### config.mk
export PLATFORM = sky130hd
export DESIGN_NAME = sem_bank
export DESIGN_NICKNAME = d
export VERILOG_FILES = /design/src/rtl/sem_pkg.sv /design/src/rtl/sem_req_decode.sv /design/src/rtl/sem_cell.sv /design/src/rtl/sem_view.sv /design/src/rtl/sem_bank.sv
export SDC_FILE = /design/constraint.sdc
export NUM_CORES = 1
export LEC_CHECK = 0
export BUFFER_PORTS_ARGS = -buffer_cell sky130_fd_sc_hd__buf_2
export CAP_MARGIN = 15
export CORE_ASPECT_RATIO = 0.8
export CORE_UTILIZATION = 45
export CTS_CLUSTER_DIAMETER = 150
export CTS_CLUSTER_SIZE = 16
export DETAILED_ROUTE_END_ITERATION = 6
export HOLD_SLACK_MARGIN = 0.05
export PLACE_DENSITY = 0.87
export SLEW_MARGIN = 40
export SYNTH_ARGS = -nofsm -noshare
export SYNTH_HDL_FRONTEND = slang
export SYNTH_HIERARCHICAL = 1
export SYNTH_SLANG_ARGS = --single-unit
### constraint.sdc
create_clock -name clk -period 1.35 [get_ports clk]
set_input_delay 0.27 -clock clk [delete_from_list [all_inputs] [get_ports clk]]
set_output_delay 0.27 -clock clk [all_outputs]
set_load 0.005 [all_outputs]
### src/rtl/sem_pkg.sv
package sem_pkg;
    typedef enum logic [1:0] {
        SEM_FREE = 2'd0,
        SEM_HOST = 2'd1,
        SEM_COP  = 2'd2
    } sem_state_t;
endpackage

### src/rtl/sem_req_decode.sv
module sem_req_decode #(
    parameter int N_SEM = 8,
    localparam int WORD_W = 2 * N_SEM
) (
    input  logic              wr,
    input  logic [WORD_W-1:0] wdata,
    output logic [N_SEM-1:0]  claim,
    output logic [N_SEM-1:0]  give
);
    for (genvar i = 0; i < N_SEM; i++) begin : g_bit
        logic en;
        assign en       = wr & wdata[N_SEM + i];
        assign claim[i] = en & wdata[i];
        assign give[i]  = en & ~wdata[i];
    end
endmodule

### src/rtl/sem_cell.sv
module sem_cell
    import sem_pkg::*;
(
    input  logic clk,
    input  logic rst_n,
    input  logic host_claim,
    input  logic host_give,
    input  logic cop_claim,
    input  logic cop_give,
    output logic host_own,
    output logic cop_own
);
    sem_state_t state_q, state_d;

    always_ff @(posedge clk or negedge rst_n) begin
        if (!rst_n) state_q <= SEM_FREE;
        else        state_q <= state_d;
    end

    always_comb begin
        state_d = state_q;
        unique case (state_q)
            SEM_FREE: begin
                if (host_claim)     state_d = SEM_HOST;
                else if (cop_claim) state_d = SEM_COP;
            end
            SEM_HOST: if (host_give) state_d = SEM_FREE;
            SEM_COP:  if (cop_give)  state_d = SEM_FREE;
            default:  state_d = SEM_FREE;
        endcase
    end

    always_comb begin
        host_own = 1'b0;
        cop_own  = 1'b0;
        unique case (state_q)
            SEM_HOST: host_own = 1'b1;
            SEM_COP:  cop_own  = 1'b1;
            default: ;
        endcase
    end
endmodule

### src/rtl/sem_view.sv
module sem_view #(
    parameter int N_SEM = 8,
    localparam int WORD_W = 2 * N_SEM
) (
    input  logic [N_SEM-1:0]  own,
    output logic [WORD_W-1:0] rdata
);
    assign rdata = {{N_SEM{1'b0}}, own};
endmodule

### src/rtl/sem_bank.sv
module sem_bank #(
    parameter int N_SEM = 8,
    localparam int WORD_W = 2 * N_SEM
) (
    input  logic              clk,
    input  logic              rst_n,
    input  logic              host_wr,
    input  logic [WORD_W-1:0] host_wdata,
    output logic [WORD_W-1:0] host_rdata,
    input  logic              cop_wr,
    input  logic [WORD_W-1:0] cop_wdata,
    output logic [WORD_W-1:0] cop_rdata
);
    logic [N_SEM-1:0] h_claim, h_give, c_claim, c_give;
    logic [N_SEM-1:0] h_own, c_own;

    sem_req_decode #(.N_SEM(N_SEM)) u_host_dec (
        .wr(host_wr), .wdata(host_wdata), .claim(h_claim), .give(h_give)
    );
    sem_req_decode #(.N_SEM(N_SEM)) u_cop_dec (
        .wr(cop_wr), .wdata(cop_wdata), .claim(c_claim), .give(c_give)
    );

    for (genvar i = 0; i < N_SEM; i++) begin : g_cell
        sem_cell u_cell (
            .clk(clk), .rst_n(rst_n),
            .host_claim(h_claim[i]), .host_give(h_give[i]),
            .cop_claim(c_claim[i]),  .cop_give(c_give[i]),
            .host_own(h_own[i]),     .cop_own(c_own[i])
        );
    end

    sem_view #(.N_SEM(N_SEM)) u_host_view (.own(h_own), .rdata(host_rdata));
    sem_view #(.N_SEM(N_SEM)) u_cop_view  (.own(c_own), .rdata(cop_rdata));
endmodule

==> results of run 1 <==
## power breakdown
part	internal, uW	switching [uW]	leakage (uW)
Sequential	654	182	0.000206
Clock	164	146	0.0000210
Combinational	568	316	0.000635
Total	1390	643	0.000862
## logic make-up after synthesis
kind of cell,count (synthesis)
simple gates,72
buf+inv,34
other cells,2
compound gates,16
flops,16
## cell usage in the layout, fill, tap and decap left out
master	Yosys	layout
sky130_fd_sc_hd__conb_1	2	16
sky130_fd_sc_hd__buf_6	2	1
sky130_fd_sc_hd__and3_1	4	4
sky130_fd_sc_hd__or2b_1	8	8
sky130_fd_sc_hd__a211oi_1	8	8
sky130_fd_sc_hd__buf_4	32	9
sky130_fd_sc_hd__and2b_2	8	8
sky130_fd_sc_hd__dfrtp_1	16	16
sky130_fd_sc_hd__buf_2	0	50
sky130_fd_sc_hd__nor2_1	8	8
sky130_fd_sc_hd__nor2b_1	8	8
sky130_fd_sc_hd__or3b_1	8	8
sky130_fd_sc_hd__clkbuf_4	0	3
sky130_fd_sc_hd__dlygate4sd3_1	0	1
sky130_fd_sc_hd__and3b_1	4	4
sky130_fd_sc_hd__and3b_2	12	12
sky130_fd_sc_hd__a21oi_1	8	8
sky130_fd_sc_hd__and3_2	12	12
sky130_fd_sc_hd__clkbuf_8	0	1
## path summary, 6_finish.rpt
| check | start | end | slack [ns] |
|---|---|---|---|
| max | g_cell[6].u_cell/state_q[0]$_DFFE_PN0P_ | host_rdata[6] | 0.05 |
| min in group asynchronous | rst_n | g_cell[5].u_cell/state_q[1]$_DFFE_PN0P_ | 0.43 |
| min reg2reg | g_cell[6].u_cell/state_q[1]$_DFFE_PN0P_ | g_cell[6].u_cell/state_q[0]$_DFFE_PN0P_ | 0.49 |
| max in group asynchronous | rst_n | g_cell[3].u_cell/state_q[0]$_DFFE_PN0P_ | 0.65 |
| max reg2reg | g_cell[5].u_cell/state_q[1]$_DFFE_PN0P_ | g_cell[5].u_cell/state_q[1]$_DFFE_PN0P_ | 0.25 |
| min | host_wdata[10] | g_cell[2].u_cell/state_q[0]$_DFFE_PN0P_ | 0.31 |
## area by class of cell
type	instances	area share [%]
clock buffer	4	2.365
multi-input combinational	104	46.33
sequential	16	26.10
tap	38	3.100
timing repair buffer	61	22.10
## tightest hold or removal path, cell delays in order
cell                       delay [ns]
sky130_fd_sc_hd__buf_2           0.08
sky130_fd_sc_hd__and3b_1         0.14
sky130_fd_sc_hd__a211oi_1        0.06
## stage by stage
stage	util [%]	std cells	hold slack [ns]	power [uW]	instance area, um^2
2_1_floorplan	-	154	-0.02559	1522	1374
3_3_place_gp	51.13	209	0.2010	1527	1414
3_5_place_dp	51.13	209	0.2028	1560	1414
4_1_cts	52.81	214	0.2956	1884	1460
5_1_grt	55.48	223	0.3118	2205	1534
6_report	55.48	223	0.3069	2030	1534
## per-layer routing
layer  vias to the layer above  part of all wire, %  global-route usage [%]  wire length [um]
met1                       477                   44                   20.28              1045
li1                        528                    -                       -                 -
met2                        43                   49                   26.63              1164
met4                         0                    0                   1.163                 0
met3                         0                  7.1                   5.682               170
met5                         -                    0                       0                 0
## repair_timing
action | CTS | global route
hold buffers | 1 | 0
hold endpoints to repair | 16 | 0
resized for setup | 0 | 1
setup buffers | 0 | 9
endpoints found under the setup margin | 0 | 6
==> impl_summary.md, run 1 <==
Worst setup path
The data arrival at the endpoint of the critical path is 1.03 ns. The worst setup path category is register to output pin. The critical path depth is 2. STA classifies the critical path startpoint as a register. The slowest stage of the critical path belongs to the cell sky130_fd_sc_hd__dfrtp_1. STA puts the critical path data required time at 1.08 ns. Broken down by cell family, the worst path's largest delay share belongs to flip-flops. The depth of the worst register-to-register path is 3.

Counting both buffers and inverters, the worst setup path holds a total of 1. The highest fanout seen on the critical path is 5. On the worst path, the slowest cell contributes a delay of 0.43 ns.

The critical path goes through and2b_2 -> buf_2. The element type at the critical path end is an output pin.

Clocking
The clock latency of the later-clocked register in the worst-skew pair is 0.28 ns. Counting the buffers created by CTS gives 3. TritonCTS built the clock tree. The clock transition at the register clock pins on the worst setup and hold paths after CTS is around 0.09 ns.

CTS placed an instance of sky130_fd_sc_hd__clkbuf_4 at the clock tree root. The clock passes through at most 2 buffers. The total number of clock tree sinks is 16. In this run the number of H-tree levels came out at 1.

Detailed routing
The number of DRC violations after detailed routing is 0. The detailed-router iteration count before antenna repair is 4. The detailed-route wire length is 2.379 mm. Dividing the detail-routed wire length by the instance count gives 10.67 um. In the routed layout, each cell is associated on average with a via count of 4.700. The number of vias after detailed routing is 1048. In this run, the number of DRC markers left after iteration 0 of detailed routing was 47. The count of nets left with antenna violations after detail routing is 0.

Global route
The number of global-route vias before repair is 950. The number of antenna violations at the first check in global routing is 0. The first-pass GRT wire length is approximately 4 mm. The total track usage is 15.82%.

Entering global routing, the biggest net connects 17 pins. Global routing finished with a remaining overflow of 0.

Logic synthesis
After Yosys synthesis, and, or, nand and nor cells account for 41.67% of the synthesized area. After synthesis, the share of cell area in mux cells is 0%. The top cell type's share of synthesized area is 30.30%. The number of storage elements in the synthesis netlist is 16.

After Yosys synthesis, XOR and XNOR cells account for 0% of the synthesized area. The cell area that synthesis handed to floorplanning was 1321 um^2. Counting flops with a built-in enable in the synthesized netlist gives 0. A synthesized cell averages 9.438 um^2. The combinational family with the most area after synthesis is simple AND/OR/NAND/NOR gates.

Ranked by instance count, the synthesized netlist is headed by sky130_fd_sc_hd__buf_4 (32), sky130_fd_sc_hd__dfrtp_1 (16), sky130_fd_sc_hd__and3_2 (12), sky130_fd_sc_hd__and3b_2 (12). The number of different library cells used by synthesis comes to 15. Yosys printed 6 warnings. The largest area contributor in the synthesized netlist is sky130_fd_sc_hd__dfrtp_1. The primary flip-flop cell chosen by synthesis mapping is sky130_fd_sc_hd__dfrtp_1.

Yosys instantiated no cell more often than sky130_fd_sc_hd__buf_4. The share of synthesized cell area in full adder, half adder and majority cells is 0%. The gate count of the mapped netlist is 140. After synthesis, the cell types taking the most area are sky130_fd_sc_hd__dfrtp_1 (30%), sky130_fd_sc_hd__buf_4 (18%), sky130_fd_sc_hd__and3b_2 (9.1%). The sequential fraction of the synthesis area is 30.30%. The async set-or-reset flop fraction in the synthesized netlist is 100.0%. Summing the areas of all compound-gate instances in the mapped netlist gives around 7.6% of the synthesized area.

STA
The post-route fraction of the period consumed by the critical path is 96.29%. Setup violations remaining at the end of the flow were counted as 0. The number of pins with negative max-slew slack in the final report came to 0. The final hold violation count came to 0.

Clock skew on the completed layout was measured at 0.005212 ns. The peak clock frequency supported by timing is 769.3 MHz. The final critical-path setup slack is 0.05013 ns. The shortest period the worst path allows is 1.300 ns. Summed over all failing endpoints, the final setup total negative slack is 0 ns. Setup repair after global routing could not meet its margin everywhere.

Status
The flow ran to the end, and the final reports show no timing, DRC or antenna violations.

Power and ir drop
The largest voltage drop on the vdd net is 854.6 uV. The analysis attributes to cell leakage a power of 0.0008616 uW. The power density over the cells is 1323 nW/um^2.

Cells and area
The number of fill cells is 272. Compared with the post-synthesis result, the final layout area differs by 16.10%. More flip-flops sit in one register than any other, and that register is g_cell.u_cell/state_q. The number of antenna diodes in the final layout is 0. The number of nets in the finished design is 222.

The multi-input combinational cells in the finished layout cover a total of 710.7 um^2. The ratio of cells with drive above 1 in the final layout is between 50% and 60%. The number of flip-flops under the largest register name is 16. The area taken by flip-flops and latches is 400.4 um^2. In the final layout, the registers with the most flip-flops are g_cell.u_cell/state_q x16.

Die
The floorplan has 17 rows. Measured along the x axis, the die boundary spans 62.58 um. The initial cell density of the core is 47.78%. The die span in y is 50.47 um. The die covers 3158 um^2.

The area of the placeable core is about 2800 um^2. The count of pins on the block boundary is slightly below 70.

Min path
The path type of the worst min-delay path is input pin to register. The worst hold path was traced through 3 stages.

Place
At the placement stage, the worst setup path has a slack of 0.09180 ns. The congestion estimate from routability-driven global placement came to 0.7182. In this run the tool buffered the top-level ports with between 50 and 60 buffer cells. The half-perimeter wire length after detailed placement is ~1.8 mm.

Flow run
The count of max-cap constraint violations is 0.
(Power assumes the default switching activity.)
==> run 2: changes to the inputs <==
--- a/config.mk
+++ b/config.mk
@@ -5,15 +5,16 @@
 export SDC_FILE = /design/constraint.sdc
 export NUM_CORES = 1
 export LEC_CHECK = 0
+export ABC_AREA = 1
 export BUFFER_PORTS_ARGS = -buffer_cell sky130_fd_sc_hd__buf_2
 export CAP_MARGIN = 15
 export CORE_ASPECT_RATIO = 0.8
-export CORE_UTILIZATION = 45
+export CORE_UTILIZATION = 46
 export CTS_CLUSTER_DIAMETER = 150
 export CTS_CLUSTER_SIZE = 16
 export DETAILED_ROUTE_END_ITERATION = 6
 export HOLD_SLACK_MARGIN = 0.05
-export PLACE_DENSITY = 0.87
+export PLACE_DENSITY = 0.88
 export SLEW_MARGIN = 40
 export SYNTH_ARGS = -nofsm -noshare
 export SYNTH_HDL_FRONTEND = slang
==> impl_summary.md, run 2 <==
Logic synthesis
In the post-synthesis netlist, the biggest area contributors are sky130_fd_sc_hd__dfrtp_1 (29%), sky130_fd_sc_hd__buf_4 (17%), sky130_fd_sc_hd__nor2_1 (13%). The synthesized area is 1376 um^2. In the synthesized netlist the dominant register cell turns out to be sky130_fd_sc_hd__dfrtp_1.

After synthesis, the mean cell area works out to 6.492 um^2. Counting every instance in the synthesized netlist gives 212. The number of enable-type register cells in the synthesized netlist is 0. By count the netlist is led by sky130_fd_sc_hd__nor2_1 (48), sky130_fd_sc_hd__buf_4 (32), sky130_fd_sc_hd__inv_1 (32), sky130_fd_sc_hd__nand2_1 (22). The sequential fraction of the synthesis area is 29.09%. The largest area contributor in the synthesized netlist is sky130_fd_sc_hd__dfrtp_1. The top cell type's share of synthesized area is roughly 29%. Counting flops and latches in the post-synthesis netlist gives 16. Synthesis instantiated 13 different standard cells from the library. The most common cell in the netlist is sky130_fd_sc_hd__nor2_1. For this run, the number of Yosys warnings is 6. The async set-or-reset flop fraction in the synthesized netlist is between 90% and 100%.

Min path
The path type of the worst min-delay path is input pin to register.

Cells and area
The multi-input combinational cells in the finished layout cover a total of just over 600 um^2. The register with the most flip-flops in the layout has 16 of them. Cells with a size suffix above 1 make up 29.44% of the layout. The largest registers in the layout are g_cell.u_cell/state_q x16.

In the final design database the tool counted 285 nets. The leading cell type in the layout, fill and taps excluded is sky130_fd_sc_hd__buf_2. 0 antenna diodes ended up in the layout. The area taken by flip-flops and latches is 400.4 um^2. Counting the fill cells in the layout gives just under 300. The register with the highest flop count is g_cell.u_cell/state_q. In the layout the commonest cells are sky130_fd_sc_hd__buf_2 (51), sky130_fd_sc_hd__nor2_1 (48), sky130_fd_sc_hd__inv_1 (32). The synthesis-to-layout area growth is 11.45%.

Detailed routing
In the routed layout, each cell is associated on average with a via count of 4.364. Summing over every cut layer, the via total after detailed routing is 1248. The DRC violation total after the first TritonRoute iteration is 92.

The number of DRC violations after detailed routing is 0. The first detailed-routing pass took 4 iterations. The detailed-route wire length is roughly 2.7 mm. The count of nets left with antenna violations after detail routing is 0. The post-detailed-route wirelength per cell is approximately 9.4 um.

Power and ir drop
The leakage power is 0.0009399 uW. The power density over the cells is 1507 nW/um^2. The largest voltage drop on the vdd net is 565.7 uV.

Worst setup path
Counting buffers and inverters, the worst setup path is 3 cells deep. The slowest stage of the critical path is the sky130_fd_sc_hd__dfrtp_1 cell. STA classifies the critical path endpoint as an output pin. STA puts the critical path data required time at 1.08 ns. The endpoint of the most critical register-to-register path is g_cell[3].u_cell/state_q[1]$_DFFE_PN0P_. The startpoint class of the critical path is a register. The end point of the critical path is host_rdata[3]. The origin of the critical flop-to-flop path is g_cell[3].u_cell/state_q[1]$_DFFE_PN0P_. Data on the critical path arrives at its endpoint at between 0.9 and 1 ns. The critical path starts at g_cell[3].u_cell/state_q[0]$_DFFE_PN0P_. The highest fanout seen on the critical path is 4. Counting cells, the worst reg-to-reg path comes to 3. Traced cell by cell, the critical path runs through inv_1 -> nor2_1 -> buf_2. The buffer and inverter count on the worst path is 2.

For this run, the slowest stage of the critical path takes roughly 0.39 ns. Across all register-to-register paths, the minimum setup slack is 0.47 ns. Among cell families on the critical path, the largest total delay comes from flip-flops.

The worst setup path category is register to output pin.

STA
The number of pins with negative max-slew slack in the final report came to 0. The final number of setup-violating endpoints is 0. Setup repair after global routing left no endpoint under its margin. For this run, the top clock speed supported by timing is 806.8 MHz. On the final layout, the worst clock skew is just over 0.007 ns.

Hold is met by between 0.3 and 0.4 ns. The worst path in the final design needs a cycle of 1.239 ns, including I/O delays and setup. Of the available clock period, the critical path in the final layout requires ~92%. The final sum of negative setup slack is 0 ns. The final hold violation count was 0.

Die
The width of the die is 63.16 um. The area of the placeable core is 2808 um^2. In this run the core area contains 17 standard-cell rows. The die outline area is around 3200 um^2.

The die span in y is 50.93 um. For this configuration, the core starts out at a cell density of 49.02%. In this run the count of I/O pins placed on the die edge is 68.

Clocking
In this run the number of H-tree levels came out at 1. Counting every sink on the clock net gives 16. The post-CTS setup-driven buffer insertion count is 0. The library cell used as clock root buffer is sky130_fd_sc_hd__clkbuf_8. TritonCTS built the clock tree.

The clock passes through at most 2 buffers. The later pin in the worst-skew pair is clocked with a latency of between 0.2 and 0.3 ns. The clock transition at the register clock pins on the worst setup and hold paths after CTS is about 0.070 ns.

Clock tree synthesis inserted a total of 3 buffers.

Place
The half-perimeter wire length after detailed placement is 2.211 mm. Buffers placed on the I/O ports in this run total 51. Routability-driven placement finished with a final weighted congestion of just under 0.8.

Status
The run finished with clean final reports.

Flow run
Across the run, the number of max-cap violations was 0.

Global route
The number of antenna violations at the first check in global routing is 0. After global routing the overflow that remains totals 0. The total track usage is 18.39%. The maximum number of pins on one net before global-route repair is 17. The first global-routing pass estimated 4.623 mm of wire. The number of global-route vias before repair was 1162.
-- run 2: cell count changes after synthesis, sizes merged, moves of 16 or more --
cell and change:
and3 -16, and3b -16, inv +40, nand2 +32
nand3 +16, nor2 +40
-- run 2: repair_timing --
item,CTS,global route
endpoints found under the hold margin,16,0
hold buffers,1,0
gates resized for setup,0,0
-- run 2: metal layers --
layer	vias to the layer above	part of all wire, %	wire (um)	GRT usage [%]
met2	35	46	1233	32.97
met5	-	0	0	0
met1	532	48	1294	22.33
li1	679	-	-	-
met3	2	5.0	135	4.241
met4	0	0.52	14	4.264
-- run 2: worst min path at each step --
stage	cells past startpoint	from	endpoint	slack, ns
6_report	5	cop_wdata[2]	g_cell[2].u_cell/state_q[1]$_DFFE_PN0P_	0.36
5_1_grt	5	cop_wdata[3]	g_cell[3].u_cell/state_q[1]$_DFFE_PN0P_	0.37
4_1_cts	5	cop_wdata[3]	g_cell[3].u_cell/state_q[1]$_DFFE_PN0P_	0.36
3_5_place_dp	1	rst_n	g_cell[2].u_cell/state_q[1]$_DFFE_PN0P_	0.20
3_3_place_gp	1	rst_n	g_cell[2].u_cell/state_q[1]$_DFFE_PN0P_	0.20
2_1_floorplan	0	rst_n	g_cell[0].u_cell/state_q[0]$_DFFE_PN0P_	-0.03
-- run 2: worst register-to-register path, delay by kind of cell (launching register included) --
kind / cells / cell delay, ns
DFF: 1 / 0.42
and+or+nand+nor: 3 / 0.40
-- run 2: cell families after synthesis --
family / share of synthesized area [%]
flip-flops: 29.09
AND/OR/NAND/NOR: 40.36
other: 0.5457
buffers and inverters: 30.00
-- run 2: power by group --
group / internal (uW) / total, uW / switching [uW]
clock network: 258 / 414 / 156
logic: 430 / 986 / 556
registers: 681 / 913 / 232
total: 1370 / 2310 / 943
-- run 2: cell type report --
| type | count | share of cell area, % |
|---|---|---|
| inverters | 40 | 9.788 |
| multi-input cells | 136 | 40.13 |
| clock buffers | 4 | 3.589 |
| repair buffers | 52 | 17.29 |
| flip-flops and latches | 16 | 26.10 |
| well taps | 38 | 3.100 |
-- run 2: metrics by stage --
step / instance area [um^2] / power [uW] / worst slack (ns) / std cells / util [%]
2_1_floorplan: 1429 / 1808 / 0.4580 / 226 / -
3_3_place_gp: 1469 / 1863 / 0.2739 / 281 / 52.32
3_5_place_dp: 1469 / 1901 / 0.2596 / 281 / 52.32
4_1_cts: 1534 / 2325 / 0.1202 / 286 / 54.63
5_1_grt: 1534 / 2548 / 0.01873 / 286 / 54.63
6_report: 1534 / 2312 / 0.1106 / 286 / 54.63
==> run 3: changes to the inputs <==
--- a/config.mk
+++ b/config.mk
@@ -8,7 +8,7 @@
 export ABC_AREA = 1
 export BUFFER_PORTS_ARGS = -buffer_cell sky130_fd_sc_hd__buf_2
 export CAP_MARGIN = 15
-export CORE_ASPECT_RATIO = 0.8
+export CORE_ASPECT_RATIO = 1.1
 export CORE_UTILIZATION = 46
 export CTS_CLUSTER_DIAMETER = 150
 export CTS_CLUSTER_SIZE = 16
==> impl_summary.md, run 3 (same netlist as run 2, synthesis figures left out) <==
Status
The run finished with clean final reports.

Worst setup path
The slowest cell on the critical path is sky130_fd_sc_hd__dfrtp_1. The origin of the critical flop-to-flop path is g_cell[6].u_cell/state_q[0]$_DFFE_PN0P_. The startpoint class of the critical path is a register. On the worst path, the slowest cell contributes a delay of 0.42 ns.

The critical path launch point is g_cell[1].u_cell/state_q[0]$_DFFE_PN0P_. The data arrival at the endpoint of the critical path is approximately 0.97 ns. On the critical path the largest part of the delay comes from flip-flops.

Walking the worst path, the cells encountered are inv_1 -> nor2_1 -> buf_2. The buffer and inverter count on the worst path is 2. The element type at the critical path end is an output pin. The worst setup path is of the register to output pin kind. The worst setup slack for register-to-register paths is ~0.48 ns.

The critical path data required time is 1.08 ns. Of all nets on the critical path, the largest fanout is 4.

Global route
Entering global routing, the biggest net connects 17 pins. The number of global-route vias before repair was ~980. Global routing used 15.96% of the available tracks. The number of antenna violations at the first check in global routing was 0.

The first global-routing pass estimated 3.760 mm of wire. After global routing the overflow that remains totals 0.

Min path
The worst hold path belongs to the class input pin to register. The launch instance of the worst min-delay path is cop_wdata[0].

STA
Setup repair after global routing left no endpoint under its margin. The peak clock frequency supported by timing is 804.9 MHz. The number of pins with negative max-slew slack in the final report came to 0. The post-route fraction of the period consumed by the critical path is approximately 92%.

After routing, the total negative slack on setup checks comes to 0 ns. The worst path needs 1.242 ns of the cycle, external delays included. The final hold violation count is 0. Setup violations remaining at the end of the flow were counted as 0. The final critical-path setup slack is 0.1077 ns.

The setup skew after layout is 0.002410 ns.

Cells and area
g_cell.u_cell/state_q holds more flip-flops than any other register. After filler insertion, the fill cell instance count of the layout stands at 316. The number of nets in the finished design is 285. In the final layout, the share of cells above drive strength 1 is 29.15%. Summing all multi-input logic gate instances after layout gives 615.6 um^2. In the final layout, the registers with the most flip-flops are g_cell.u_cell/state_q x16. The area growth from synthesis to layout is 8.636%.

The library cells used most frequently in the layout, excluding fill and tap cells, are sky130_fd_sc_hd__buf_2 (51), sky130_fd_sc_hd__nor2_1 (48), sky130_fd_sc_hd__inv_1 (32). The area taken by flip-flops and latches is 400.4 um^2. The register with the most flip-flops in the layout has 16 of them. After routing the design area is between 1000 and 1500 um^2. For this run, the share of the core covered by cells in the final layout is 53.35%.

0 antenna diodes ended up in the layout. Leaving out fill and tap cells, the most frequent cell in the layout is sky130_fd_sc_hd__buf_2.

Die
For this configuration, the core starts out at a cell density of 49.11%. The width of the die is 54.16 um. The site row count is 20. The die span in y is just under 60 um.

The count of pins on the block boundary is 68. The area of the placeable core is 2803 um^2. The die outline area is 3215 um^2.

Clocking
Post-CTS repair changed the size of 0 cells. The clock passes through at most 2 buffers. Clock-pin slew was measured on the worst setup and hold paths at roughly 0.09 ns.

The number of H-tree levels is 1. For this design, the sink count on the clock tree is 16. TritonCTS built the clock tree. The library cell used as clock root buffer is sky130_fd_sc_hd__clkbuf_4.

The number of buffers added by the clock tree synthesis step is 3. For the worst-skew pair, the clock arrives at the later sink with an insertion delay of ~0.28 ns.

Power and ir drop
The net switching power figure is 901.1 uW. Per report_power, the clock group accounts for approximately 12% of the total. Per report_power, the sequential group accounts for 42.8% of the total. The net switching share of the total power is 42.62%. The analysis attributes to cell leakage a power of 0.0009249 uW. Combinational logic is responsible for between 40% and 50% of the overall power. The internal power is 1213 uW. The worst-case IR drop observed on VDD is 803.4 uV. Dividing total power by cell area gives a power density of 1414 nW/um^2.

Flow run
Across the run, the number of max-cap violations was 0.

Detailed routing
The detailed-route wire length is between 2 and 2.5 mm. The count of nets left with antenna violations after detail routing is 0. The first routing iteration left 19 violations. The first detailed-routing pass took 4 iterations.

After detailed routing, the average wire length per cell comes to 8.754 um. After detailed routing, the number of remaining DRC violations is 0. The number of vias after detailed routing is ~1300. The mean number of vias per cell is 4.475.

Place
Input and output buffers added on the ports amount to 51. The routability congestion estimate is 0.7392. Summing all placed instances gives a cell area of 1463 um^2.

The placement-stage worst setup slack is between 0.2 and 0.3 ns. The HPWL after detailed placement is 2.035 mm.
## run 3: cell types whose count changed in the layout (fill, tap and decap cells not counted), sizes merged
cell,previous run,this run
clkbuf,4,3
## run 3: final timing paths
| check | endpoint | cells past startpoint |
|---|---|---|
| setup / recovery | host_rdata[1] | 3 |
| hold / removal | g_cell[0].u_cell/state_q[1]$_DFFE_PN0P_ | 5 |
| setup reg to reg | g_cell[6].u_cell/state_q[1]$_DFFE_PN0P_ | 4 |
| hold reg to reg | g_cell[1].u_cell/state_q[1]$_DFFE_PN0P_ | 3 |
| max in group asynchronous | g_cell[1].u_cell/state_q[1]$_DFFE_PN0P_ | 2 |
| min in group asynchronous | g_cell[0].u_cell/state_q[0]$_DFFE_PN0P_ | 2 |
## run 3: what timing repair did
item / CTS / global route
buffers inserted: 0 / 0
hold buffers: 1 / 0
endpoints found under the hold margin: 16 / 0
## run 3: layer usage
layer  up-vias  GRT usage (%)  part of all wire [%]
met4         0          4.396                  0.49
met3         2          4.103                   6.0
met2        36          27.53                    47
li1        671              -                     -
met5         -              0                     0
met1       544          19.17                    46
## run 3: power groups by stage
| stage | logic [uW] | registers [uW] | clock network, uW |
|---|---|---|---|
| 2_1_floorplan | 944 | 864 | 0 |
| 3_3_place_gp | 948 | 908 | 0 |
| 3_5_place_dp | 976 | 911 | 0 |
| 4_1_cts | 979 | 904 | 257 |
| 5_1_grt | 1120 | 941 | 274 |
| 6_report | 964 | 906 | 245 |
## run 3: cell type report
class,count,share of cell area (%)
Clock buffer,3,1.506
Inverter,40,10.04
Multi-Input combinational cell,136,41.17
Sequential cell,16,26.78
Tap cell,33,2.762
Timing Repair Buffer,52,17.74
## run 3: worst min-delay path, delay by kind of cell
kind | cells | cell delay [ns]
AND/OR/NAND/NOR | 3 | 0.15
buffers and inverters | 2 | 0.14
## run 3: per-stage QoR
step	hold slack, ns	instances	power (uW)
3_3_place_gp	0.2011	276	1856
4_1_cts	0.3136	280	2140
5_1_grt	0.3196	280	2331
6_report	0.3196	280	2114
3_5_place_dp	0.2044	276	1887
2_1_floorplan	-0.02559	226	1808
